$ cat src/rtl/ilv_pkg.sv
package ilv_pkg;

    localparam int unsigned DEF_DATA_W = 8;
    localparam int unsigned DEF_COPIES = 4;

    // Width of an index able to name n copies (never below one bit).
    function automatic int unsigned idx_width(input int unsigned n);
        return (n <= 2) ? 1 : $clog2(n);
    endfunction

    // Placeholder slow function, evaluated wide; callers truncate.
    function automatic logic [63:0] poly_eval(input logic [31:0] x);
        logic [63:0] xw;
        xw = {32'd0, x};
        return (xw * xw) + (64'd3 * xw);
    endfunction

endpackage

$ cat src/rtl/ilv_rr_sel.sv
module ilv_rr_sel #(
    parameter int unsigned K  = 4,
    parameter int unsigned SW = 2
) (
    input  logic          clk,
    input  logic          reset,
    output logic [SW-1:0] cap_idx,
    output logic [SW-1:0] due_idx
);
    localparam logic [SW-1:0] LAST = SW'(K - 1);

    logic [SW-1:0] cnt_q;

    always_ff @(posedge clk) begin
        if (reset) begin
            cnt_q <= '0;
        end else if (cnt_q == LAST) begin
            cnt_q <= '0;
        end else begin
            cnt_q <= cnt_q + SW'(1);
        end
    end

    // The copy loaded K-1 cycles ago is the one after the current in rotation.
    always_comb begin
        cap_idx = cnt_q;
        due_idx = (cnt_q == LAST) ? '0 : cnt_q + SW'(1);
    end
endmodule

$ cat src/rtl/ilv_copy.sv
module ilv_copy #(
    parameter int unsigned W  = 8,
    parameter int unsigned RW = 16
) (
    input  logic          clk,
    input  logic          reset,
    input  logic          load,
    input  logic          in_vld,
    input  logic [W-1:0]  in_data,
    output logic          hold_vld,
    output logic [W-1:0]  hold_data,
    output logic [RW-1:0] result
);
    import ilv_pkg::*;

    typedef struct packed {
        logic         vld;
        logic [W-1:0] data;
    } slot_t;

    slot_t slot_q;

    always_ff @(posedge clk) begin
        if (reset) begin
            slot_q <= '0;
        end else if (load) begin
            slot_q.vld  <= in_vld;
            slot_q.data <= in_data;
        end
    end

    logic [63:0] wide;

    always_comb begin
        wide      = poly_eval(32'(slot_q.data));
        result    = wide[RW-1:0];
        hold_vld  = slot_q.vld;
        hold_data = slot_q.data;
    end
endmodule

$ cat src/rtl/ilv_out_stage.sv
module ilv_out_stage #(
    parameter int unsigned K  = 4,
    parameter int unsigned SW = 2,
    parameter int unsigned RW = 16
) (
    input  logic            clk,
    input  logic            reset,
    input  logic [SW-1:0]   due_idx,
    input  logic [K-1:0]    vld_vec,
    input  logic [K*RW-1:0] res_flat,
    output logic            out_valid,
    output logic [RW-1:0]   out_data
);
    logic          pick_vld;
    logic [RW-1:0] pick_res;

    always_comb begin
        pick_vld = 1'b0;
        pick_res = '0;
        for (int i = 0; i < int'(K); i++) begin
            if (due_idx == SW'(i)) begin
                pick_vld = vld_vec[i];
                pick_res = res_flat[i*RW +: RW];
            end
        end
    end

    always_ff @(posedge clk) begin
        if (reset) begin
            out_valid <= 1'b0;
            out_data  <= '0;
        end else begin
            out_valid <= pick_vld;
            out_data  <= pick_res;
        end
    end
endmodule

$ cat src/rtl/ilv_pipe_wrap.sv
module ilv_pipe_wrap #(
    parameter int unsigned W = ilv_pkg::DEF_DATA_W,
    parameter int unsigned K = ilv_pkg::DEF_COPIES
) (
    input  logic           clk,
    input  logic           reset,
    input  logic           in_valid,
    input  logic [W-1:0]   in_data,
    output logic           out_valid,
    output logic [2*W-1:0] out_data
);
    localparam int unsigned SW = ilv_pkg::idx_width(K);
    localparam int unsigned RW = 2 * W;

    initial begin
        if (K < 2) $error("ilv_pipe_wrap: K must be at least 2");
    end

    logic [SW-1:0]   cap_idx;
    logic [SW-1:0]   due_idx;
    logic [K-1:0]    load_vec;
    logic [K-1:0]    vld_vec;
    logic [K*W-1:0]  hold_flat;
    logic [K*RW-1:0] res_flat;

    ilv_rr_sel #(.K(K), .SW(SW)) u_sel (
        .clk     (clk),
        .reset   (reset),
        .cap_idx (cap_idx),
        .due_idx (due_idx)
    );

    for (genvar g = 0; g < int'(K); g++) begin : g_copy
        assign load_vec[g] = (cap_idx == SW'(g));

        ilv_copy #(.W(W), .RW(RW)) u_copy (
            .clk       (clk),
            .reset     (reset),
            .load      (load_vec[g]),
            .in_vld    (in_valid),
            .in_data   (in_data),
            .hold_vld  (vld_vec[g]),
            .hold_data (hold_flat[g*W +: W]),
            .result    (res_flat[g*RW +: RW])
        );
    end

    ilv_out_stage #(.K(K), .SW(SW), .RW(RW)) u_out (
        .clk       (clk),
        .reset     (reset),
        .due_idx   (due_idx),
        .vld_vec   (vld_vec),
        .res_flat  (res_flat),
        .out_valid (out_valid),
        .out_data  (out_data)
    );
endmodule

$ cat config.mk
export PLATFORM = sky130hd
export DESIGN_NAME = ilv_pipe_wrap
export DESIGN_NICKNAME = d
export VERILOG_FILES = /design/src/rtl/ilv_pkg.sv /design/src/rtl/ilv_rr_sel.sv /design/src/rtl/ilv_copy.sv /design/src/rtl/ilv_out_stage.sv /design/src/rtl/ilv_pipe_wrap.sv
export SDC_FILE = /design/constraint.sdc
export NUM_CORES = 1
export LEC_CHECK = 0
export ABC_AREA = 1
export BUFFER_PORTS_ARGS = -buffer_cell sky130_fd_sc_hd__buf_4
export CAP_MARGIN = 15
export CORE_ASPECT_RATIO = 0.8
export CORE_MARGIN = 10
export CORE_UTILIZATION = 45
export DETAILED_ROUTE_END_ITERATION = 16
export GPL_TIMING_DRIVEN = 0
export PLACE_DENSITY_LB_ADDON = 0.12
export SYNTH_ARGS = -nofsm -noshare
export SYNTH_HDL_FRONTEND = slang
export SYNTH_SLANG_ARGS = --single-unit
$ cat constraint.sdc
create_clock -name clk -period 9.7 [get_ports clk]
set_clock_uncertainty 0.1 [all_clocks]
set_input_delay 0.485 -clock clk [delete_from_list [all_inputs] [get_ports clk]]
set_output_delay 0.485 -clock clk [all_outputs]
set_load 0.02 [all_outputs]
==> key figures, run 1 <==
Final layout
  • Commonest cells after routing, fill and taps aside: inv_1 (371), nand2_1 (263), ha_1 (208)
  • Fillers: 2644
  • Layout cells sized above 1: 0.0594
  • Area delta synth->final: 6.52%
  • Layout net count: 1935
  • ANT cells: 0
  • Finished Layout Cells: 1917
  • Commonest non-fill, non-tap cell in the layout: inv_1
  • Design Area, Final: 12600 sq um

Yosys
  • Post-synth ARST share: 0
  • Post-synth top area share: 0.254
  • Leading area contributor after synthesis: fa_1
  • Cells after Synth: 1533
  • Syn_nets: 1902
  • Largest cells by area after synthesis: fa_1 (25%), ha_1 (22%), inv_1 (12%), dfxtp_1 (9.1%), nand2_1 (8.4%)
  • Syn Area/Cell: 7.71 sq um
  • Post-synth EDFFs: 0
  • Post-Syn Area: 11800 sq um
  • Synth warn: 0
  • Top_reg_cell synth: dfxtp_1
  • Post-synthesis sequential area ratio: 0.0915
  • Distinct cells, synth: 50
  • Synthesized flop and latch total: 54

Clock tree
  • Clock latency at the later pin of the worst-skew pair: 0.32 ns
  • Maximum clock path buffer count: 2
  • Post-CTS sizing: 0
  • H-tree depth: 2
  • Hold buffer count at cts: 0
  • Root Driver: clkbuf_16
  • TritonCTS clock tree: built
  • Post-CTS Setup Inserts: 0
  • Clock-pin slew on the worst setup and hold paths: 0.08 ns
  • Clock sinks: 54
  • CTS Buf Count: 5

Power and ir drop
  • Sequential power share: 0.203
  • Overall power: 1.50 mW
  • Switch share: 0.520
  • Switching power: 780 uW
  • P_leak: 7.58 nW
  • Clock share of power: 0.131
  • Pint: 719 uW
  • Share of total power in combinational logic: 0.666
  • Max VDD drop: 0.0000911 V
  • PD cells: 119 nW/um^2

Global route
  • Global-route wire length before repair: 48800 microns
  • Vias in the first global route: 9799
  • Gr ovfl total: 0
  • Largest net degree at the start of global routing: 16
  • Antenna violations before repair: 0
  • GRT Overall Usage: 0.180

Placed design
  • Post-detail-place hpwl: 24600 microns
  • Gpl congestion: 0.932
  • Port Buffers: 26
  • Area after DPL: 12400 sq um
  • Placed cells: 1910

Worst setup path
  • CP startpoint kind: flop
  • Worst-path fanout max: 9
  • Setup CP Type: flop to flop
  • Worst EP required: 9.82 ns
  • Arrival time worst endpoint: 5.65 ns
  • Setup crit end kind: flop

STA
  • Total Neg Setup Slack: 0 ns
  • Tcrit/Tclk final: 0.570
  • RSZ-0062 raised after global routing: false
  • Fin. max-slew vios: 0
  • Max Freq: 181 MHz
  • Final setup violation count: 0
  • Worst slew margin: 0.609
  • Hold_ws: 0.302 ns
  • Worst-margin pin slew: 0.585 ns
  • Fin crit period: 5.53 ns
  • Endpoints failing hold: 0

Floorplan
  • Die area: 33200 sq um
  • Starting Density: 0.462
  • # IOs: 28
  • Rows: 52
  • CORE AREA: 25600 sq um
  • Die height: 165 microns
  • Die Width: 201 microns

Route
  • Final ANT Viol Nets: 0
  • Residual DRC count: 0
  • Wire per inst: 14.9 microns
  • Avg Vias per Cell: 4.94
  • 1st-pass router iterations: 5
  • Via count: 9468
  • Initial DRC Count: 565
  • Drt total wl: 28600 microns

Worst hold path
  • Hold Path Class: primary input to flop

Outcome
  • Status: finished, final reports clean

Job
  • Max_cap viols: 0
-- per-stage QoR --
step	worst slack, ns	util
6_report	4.17	0.492
5_1_grt	3.82	0.492
4_1_cts	4.19	0.492
3_5_place_dp	4.25	0.487
3_3_place_gp	4.24	0.487
2_1_floorplan	4.97	-
-- path summary, 6_finish.rpt --
kind	depth (start not counted)	slack (ns)	endpoint	start
min reg2reg	2	0.42	g_copy[1].u_copy.hold_vld	g_copy[1].u_copy.hold_vld
min	2	0.30	u_out.out_data[1]	reset
max reg2reg	21	4.17	u_out.out_data[12]	g_copy[1].u_copy.hold_data[3]
max	21	4.17	u_out.out_data[12]	g_copy[1].u_copy.hold_data[3]
-- cell usage after synthesis (2+ instances only) --
master,number
inv_1,371
nand2_1,263
ha_1,208
fa_1,150
a21oi_1,83
nor2_1,79
nand3_1,74
o21ai_0,71
dfxtp_1,54
xor2_1,20
a21o_1,16
clkbuf_1,16
nand2_2,12
xnor2_1,10
nand4_1,9
nor3_1,9
or2_2,9
nand3b_1,8
a21oi_2,6
and2_1,5
inv_2,5
nand3_2,5
o21ai_1,5
buf_2,4
buf_6,4
o21ai_2,4
a31oi_1,3
a221o_1,2
buf_4,2
clkbuf_8,2
inv_4,2
o211ai_1,2
o21a_1,2
or2_1,2
-- worst max-delay path, cell delays in order, from the launching register on --
cell     delay (ns)
dfxtp_1        0.70
ha_1           0.30
inv_1          0.08
fa_1           0.53
inv_1          0.08
fa_1           0.49
fa_1           0.55
inv_1          0.05
fa_1           0.46
fa_1           0.52
inv_1          0.04
ha_1           0.35
nand2_1        0.12
inv_1          0.07
and3_1         0.18
nand2_1        0.09
nand3_1        0.07
nand2_1        0.06
nand3_1        0.09
nand3_1        0.19
nand3_1        0.10
a21oi_1        0.21
-- final cells by class --
class	instances	area (sq um)	area share
Inverter	379	1430	0.113
Multi-Input combinational cell	1072	9140	0.726
Clock buffer	6	129	0.0102
Sequential cell	54	1080	0.0859
Buffer	28	168	0.0133
Clock inverter	1	7.51	0.000596
Timing Repair Buffer	26	195	0.0155
Tap cell	351	439	0.0349
-- power by group through the flow --
stage / clock, mW / sequential (mW) / combinational (mW)
floorplan: 0 / 0.304 / 0.718
global placement: 0 / 0.310 / 0.992
detailed placement: 0 / 0.310 / 0.996
CTS: 0.196 / 0.305 / 1.01
global route: 0.204 / 0.311 / 1.16
finish: 0.196 / 0.305 / 0.998
-- per-layer routing --
layer / share of wire / GRT usage
met1: 0.51 / 0.254
met2: 0.44 / 0.294
met3: 0.049 / 0.0286
met4: 0.0042 / 0.0172
met5: 0 / 0
-- state kept, by name, indices dropped and copies added, names as in the netlist --
signal                   count
g_copy.u_copy.hold_data     32
g_copy.u_copy.hold_vld       4
u_out.out_data              15
u_out.out_valid              1
u_sel.cap_idx                2
-- logic make-up after synthesis --
group | share of synthesized area
and+or+nand+nor | 0.175
AOI/OAI and AO/OA | 0.0982
adders and majority gates | 0.474
buffers and inverters | 0.135
DFF | 0.0915
xor gates and xnor gates | 0.0259
other | 0.000317
(Power assumes the default switching activity.)
==> run 2, diff against run 1 <==
==> constraint.sdc (replaced) <==
create_clock -name clk -period 4.95 [get_ports clk]
set_clock_uncertainty 0.1 [all_clocks]
set_input_delay 0.2475 -clock clk [delete_from_list [all_inputs] [get_ports clk]]
set_output_delay 0.2475 -clock clk [all_outputs]
set_load 0.02 [all_outputs]
==> run 2 against run 1 <==
Against the previous run:
- largest power group unchanged
- power grew 130%
- global-route usage up 0.48 points
- first-iteration DRC count is 1.1% higher
- sequential cell count is the same
- final area increased by 7.2%
- critical path type unchanged
- highest routed layer unchanged
- setup slack got worse by 4.1 ns
==> key figures, run 2 (synthesis results as in run 1) <==
Worst setup path
  • Reg2reg start: g_copy[0].u_copy.hold_data[4]
  • R2R cell count: 21
  • CP startpoint kind: flop
  • Setup CP Type: flop to flop
  • Worst EP required: 5.08 ns
  • Worst-path fanout max: 4
  • Setup crit end kind: flop
  • Crit. Startpoint: g_copy[0].u_copy.hold_data[4]
  • Arrival time worst endpoint: 4.99 ns
  • Reg2Reg Setup Slack: 0.09 ns
  • FF-to-FF End: u_out.out_data[7]

Clock tree
  • TritonCTS clock tree: built
  • Hold buffer count at cts: 0
  • Clock latency at the later pin of the worst-skew pair: 0.31 ns
  • Root Driver: clkbuf_16
  • CTS Buf Count: 5
  • H-tree depth: 2
  • Clock sinks: 54
  • Maximum clock path buffer count: 2
  • Clock-pin slew on the worst setup and hold paths: 0.08 ns

Power and ir drop
  • Switch share: 0.508
  • P_leak: 7.86 nW
  • PD cells: 251 nW/um^2
  • Switching power: 1.72 mW
  • Clock share of power: 0.112
  • Overall power: 3.39 mW
  • Pint: 1.67 mW
  • Share of total power in combinational logic: 0.714
  • Sequential power share: 0.174
  • Max VDD drop: 0.000177 V

Final layout
  • ANT cells: 0
  • Multi-input logic area: 9660 sq um
  • Layout cells sized above 1: 0.168
  • Flip-flop and latch area: 1170 sq um
  • Core utilization of the finished layout: 0.528
  • Finished Layout Cells: 1952
  • Area delta synth->final: 14.2%
  • Fillers: 2547
  • Commonest non-fill, non-tap cell in the layout: inv_1
  • Commonest cells after routing, fill and taps aside: inv_1 (359), nand2_1 (241), ha_1 (191)
  • Number of flip-flops in the largest register: 32
  • Layout net count: 1970
  • Design Area, Final: 13500 sq um

Worst hold path
  • Hold Path Class: primary input to flop
  • Worst Hold Depth: 2
  • Hold Crit Endpoint: u_out.out_data[1]
  • Hold_sp: reset

Global route
  • Antenna violations before repair: 0
  • Largest net degree at the start of global routing: 16
  • Gr ovfl total: 0
  • GRT Overall Usage: 0.185
  • Global-route wire length before repair: 49900 microns
  • Vias in the first global route: 9963

Route
  • Residual DRC count: 0
  • 1st-pass router iterations: 5
  • Drt total wl: 30000 microns
  • Avg Vias per Cell: 5.00
  • Wire per inst: 15.4 microns
  • Via count: 9752
  • Initial DRC Count: 571
  • Final ANT Viol Nets: 0

STA
  • Worst slew margin: 0.584
  • Fin crit period: 4.86 ns
  • Tcrit/Tclk final: 0.983
  • RSZ-0062 raised after global routing: true
  • Worst-margin pin slew: 0.625 ns
  • Endpoints failing hold: 0
  • Final setup violation count: 0
  • Fin. max-slew vios: 0
  • Max Freq: 206 MHz
  • Setup ws final: 0.0859 ns
  • Hold_ws: 0.0691 ns
  • Total Neg Setup Slack: 0 ns

Placed design
  • Post-detail-place hpwl: 24600 microns
  • Area after DPL: 12400 sq um
  • Placed cells: 1910
  • Worst slack, placed: -0.500 ns
  • Port Buffers: 26
  • Gpl congestion: 0.932

Floorplan
  • Die area: 33200 sq um
  • Starting Density: 0.462
  • Rows: 52
  • # IOs: 28
  • Die height: 165 microns
  • Die Width: 201 microns
  • CORE AREA: 25600 sq um

Job
  • Max_cap viols: 0

Outcome
  • Status: finished, final reports clean
## run 2: changes by cell type in the layout (fill, tap and decap cells not counted), sizes merged
cell and change:
clkbuf -3, buf +38
## run 2: worst max path at each step
stage               slack (ns)            endpoint  depth (start not counted)
floorplan                 0.22  u_out.out_data[14]                         25
global placement         -0.51  u_out.out_data[12]                         21
detailed placement       -0.50  u_out.out_data[12]                         21
CTS                      -0.02  u_out.out_data[15]                         23
global route             -0.15  u_out.out_data[12]                         21
finish                    0.09   u_out.out_data[7]                         21
## run 2: worst max-delay path, cell delays in order, from the launching register on
cell	delay, ns
dfxtp_4	0.37
buf_6	0.12
nand2_2	0.06
inv_2	0.04
fa_1	0.49
inv_2	0.04
fa_1	0.51
inv_1	0.05
fa_1	0.47
fa_1	0.51
inv_1	0.06
fa_1	0.55
inv_2	0.05
ha_4	0.24
a21oi_2	0.19
o211ai_2	0.15
buf_4	0.16
a21oi_1	0.11
o21ai_1	0.12
nand3_2	0.12
o21ai_2	0.07
a21oi_2	0.19
## run 2: final cells by class
class / instances / share of cell area
clock inverters: 1 / 0.000556
inverters: 379 / 0.106
plain buffers: 26 / 0.0134
multi-input cells: 1072 / 0.715
repair buffers: 63 / 0.0357
clock buffers: 6 / 0.00955
flip-flops and latches: 54 / 0.0870
well taps: 351 / 0.0325
## run 2: routing by layer
layer	track usage	vias to the layer above	routed length [microns]
li1	-	4876	-
met4	0.0210	0	242
met5	0	-	0
met3	0.0319	22	1450
met1	0.257	4656	14900
met2	0.303	198	13400
## run 2: power groups by stage
| stage | Sequential (mW) | Combinational (mW) | Clock, mW |
|---|---|---|---|
| 5_1_grt | 0.601 | 2.74 | 0.400 |
| 6_report | 0.590 | 2.42 | 0.379 |
| 2_1_floorplan | 0.597 | 1.41 | 0 |
| 4_1_cts | 0.594 | 2.12 | 0.384 |
| 3_3_place_gp | 0.607 | 1.94 | 0 |
| 3_5_place_dp | 0.608 | 1.95 | 0 |
## run 2: timing repair
item / CTS / global route
setup buffers: 11 / 26
resized for setup: 80 / 120
pin swaps: 10 / 59
endpoints found under the setup margin: 10 / 11
==> run 3, diff against run 2 <==
--- a/config.mk
+++ b/config.mk
@@ -6,7 +6,7 @@
 export NUM_CORES = 1
 export LEC_CHECK = 0
 export ABC_AREA = 1
-export BUFFER_PORTS_ARGS = -buffer_cell sky130_fd_sc_hd__buf_4
+export BUFFER_PORTS_ARGS = -buffer_cell sky130_fd_sc_hd__buf_2
 export CAP_MARGIN = 15
 export CORE_ASPECT_RATIO = 0.8
 export CORE_MARGIN = 10
@@ -14,6 +14,7 @@
 export DETAILED_ROUTE_END_ITERATION = 16
 export GPL_TIMING_DRIVEN = 0
 export PLACE_DENSITY_LB_ADDON = 0.12
+export SKIP_CTS_REPAIR_TIMING = 1
 export SYNTH_ARGS = -nofsm -noshare
 export SYNTH_HDL_FRONTEND = slang
 export SYNTH_SLANG_ARGS = --single-unit
==> run 3 against run 2 <==
Against the previous run:
- fmax decreased by 0.77%
- final area fell by 1.2%
- via count hardly changed
- power down 0.93%
- wire length down 1.8%
- count of clock-buffer cells in the layout stayed put
- core utilization decreased by 0.65 points
- final cell count down 0.26%
- largest power group unchanged
==> key figures, run 3 (synthesis results as in run 1) <==
Power and ir drop
  • Overall power: 3.36 mW
  • Max VDD drop: 0.000164 V
  • PD cells: 252 nW/um^2
  • P_leak: 7.84 nW

Global route
  • Largest net degree at the start of global routing: 16
  • Most Used Layer, Global Route: met2
  • GRT met1 Usage: 0.248
  • Met2 Use GR: 0.297
  • Vias in the first global route: 9901
  • Global-route wire length before repair: 49100 microns
  • Antenna violations before repair: 0
  • GRT Overall Usage: 0.181
  • Routing usage on met3: 0.0321
  • Gr ovfl total: 0

STA
  • Worst slew margin: 0.566
  • Worst-margin pin slew: 0.651 ns
  • Max Freq: 204 MHz
  • Final setup violation count: 0
  • Fin crit period: 4.90 ns
  • RSZ-0062 raised after global routing: true
  • Fin. max-slew vios: 0
  • Tcrit/Tclk final: 0.990
  • Endpoints failing hold: 0
  • Setup ws final: 0.0481 ns

Placed design
  • Placed cells: 1910
  • Worst slack, placed: -0.539 ns
  • Port Buffers: 26
  • Gpl congestion: 0.912
  • Area after DPL: 12400 sq um
  • Post-detail-place hpwl: 24500 microns

Final layout
  • Commonest non-fill, non-tap cell in the layout: inv_1
  • Layout net count: 1965
  • Fillers: 2552
  • Finished Layout Cells: 1947
  • Commonest cells after routing, fill and taps aside: inv_1 (356), nand2_1 (241), ha_1 (193)
  • Number of flip-flops in the largest register: 32
  • Area delta synth->final: 12.8%
  • Design Area, Final: 13300 sq um
  • ANT cells: 0
  • Layout cells sized above 1: 0.160

Clock tree
  • Clock sinks: 54
  • Clock latency at the later pin of the worst-skew pair: 0.31 ns
  • TritonCTS clock tree: built
  • CTS Buf Count: 5
  • Root Driver: clkbuf_16
  • Clock-pin slew on the worst setup and hold paths: 0.08 ns
  • Maximum clock path buffer count: 2
  • H-tree depth: 2

Floorplan
  • Starting Density: 0.462
  • Die area: 33200 sq um
  • Die height: 165 microns
  • CORE AREA: 25600 sq um
  • # IOs: 28
  • Rows: 52
  • Die Width: 201 microns

Worst setup path
  • Setup CP Type: flop to flop
  • Worst EP required: 5.08 ns
  • Worst-path fanout max: 6
  • Arrival time worst endpoint: 5.03 ns
  • Setup crit end kind: flop
  • CP startpoint kind: flop

Route
  • Residual DRC count: 0
  • Wire per inst: 15.1 microns
  • Initial DRC Count: 601
  • Via count: 9746
  • Final ANT Viol Nets: 0
  • 1st-pass router iterations: 5
  • Drt total wl: 29500 microns
  • Avg Vias per Cell: 5.01

Worst hold path
  • Hold Path Class: primary input to flop

Outcome
  • Status: finished, final reports clean

Job
  • Max_cap viols: 0
[run 3: cell types whose count changed in the layout (fill, tap and decap cells not counted), sizes merged]
cell      change
buf           -5
bufinv        +1
clkinvlp      -1
[run 3: power breakdown]
part           leakage [nW]  internal, mW  switching [mW]
Sequential            0.463         0.501          0.0964
Combinational          7.29         0.915            1.41
Clock                0.0829         0.251           0.189
[run 3: through the flow]
step                TNS, ns   util  hold WS (ns)
floorplan                 0      -         0.226
global placement      -4.35  0.484         0.372
detailed placement    -4.09  0.484         0.390
CTS                   -4.65  0.491        0.0909
global route         -0.659  0.521        0.0912
finish                    0  0.521        0.0858
[run 3: worst max-delay path: stages, from the launching register on]
cell	delay, ns
dfxtp_4	0.42
ha_4	0.16
inv_2	0.04
fa_1	0.55
inv_2	0.06
fa_1	0.54
fa_1	0.45
fa_1	0.51
inv_2	0.04
fa_1	0.52
inv_2	0.05
ha_4	0.30
nand2_4	0.07
inv_4	0.06
nand2_1	0.05
inv_1	0.06
and2_1	0.12
nand2_1	0.06
nand3_1	0.09
nand3_2	0.10
nand2_1	0.09
nand2_2	0.07
nand2_1	0.07
nand2_1	0.07
a21oi_2	0.18
[run 3: layout make-up]
cell class | count | area [sq um] | share of cell area
clock buffer | 6 | 139 | 0.0104
tap | 351 | 439 | 0.0329
timing repair buffer | 58 | 360 | 0.0270
inverter | 379 | 1430 | 0.107
buffer | 26 | 183 | 0.0137
sequential | 54 | 1180 | 0.0882
clock inverter | 1 | 30.0 | 0.00225
multi-input combinational | 1072 | 9570 | 0.718
[run 3: path summary, 6_finish.rpt]
| check | endpoint | depth (start not counted) | from | slack (ns) |
|---|---|---|---|---|
| worst max-delay path | u_out.out_data[14] | 24 | g_copy[0].u_copy.hold_data[4] | 0.05 |
| worst min-delay path | u_out.out_data[1] | 2 | reset | 0.09 |
| worst min register to register | g_copy[3].u_copy.hold_vld | 2 | g_copy[3].u_copy.hold_vld | 0.41 |
| worst max register to register | u_out.out_data[14] | 24 | g_copy[0].u_copy.hold_data[4] | 0.05 |
[run 3: layer usage]
metal	wire length, microns	share of wire	vias up
li1	-	-	4865
met1	14500	0.49	4700
met2	13300	0.45	155
met3	1360	0.046	26
met4	296	0.010	0
met5	0	0	-
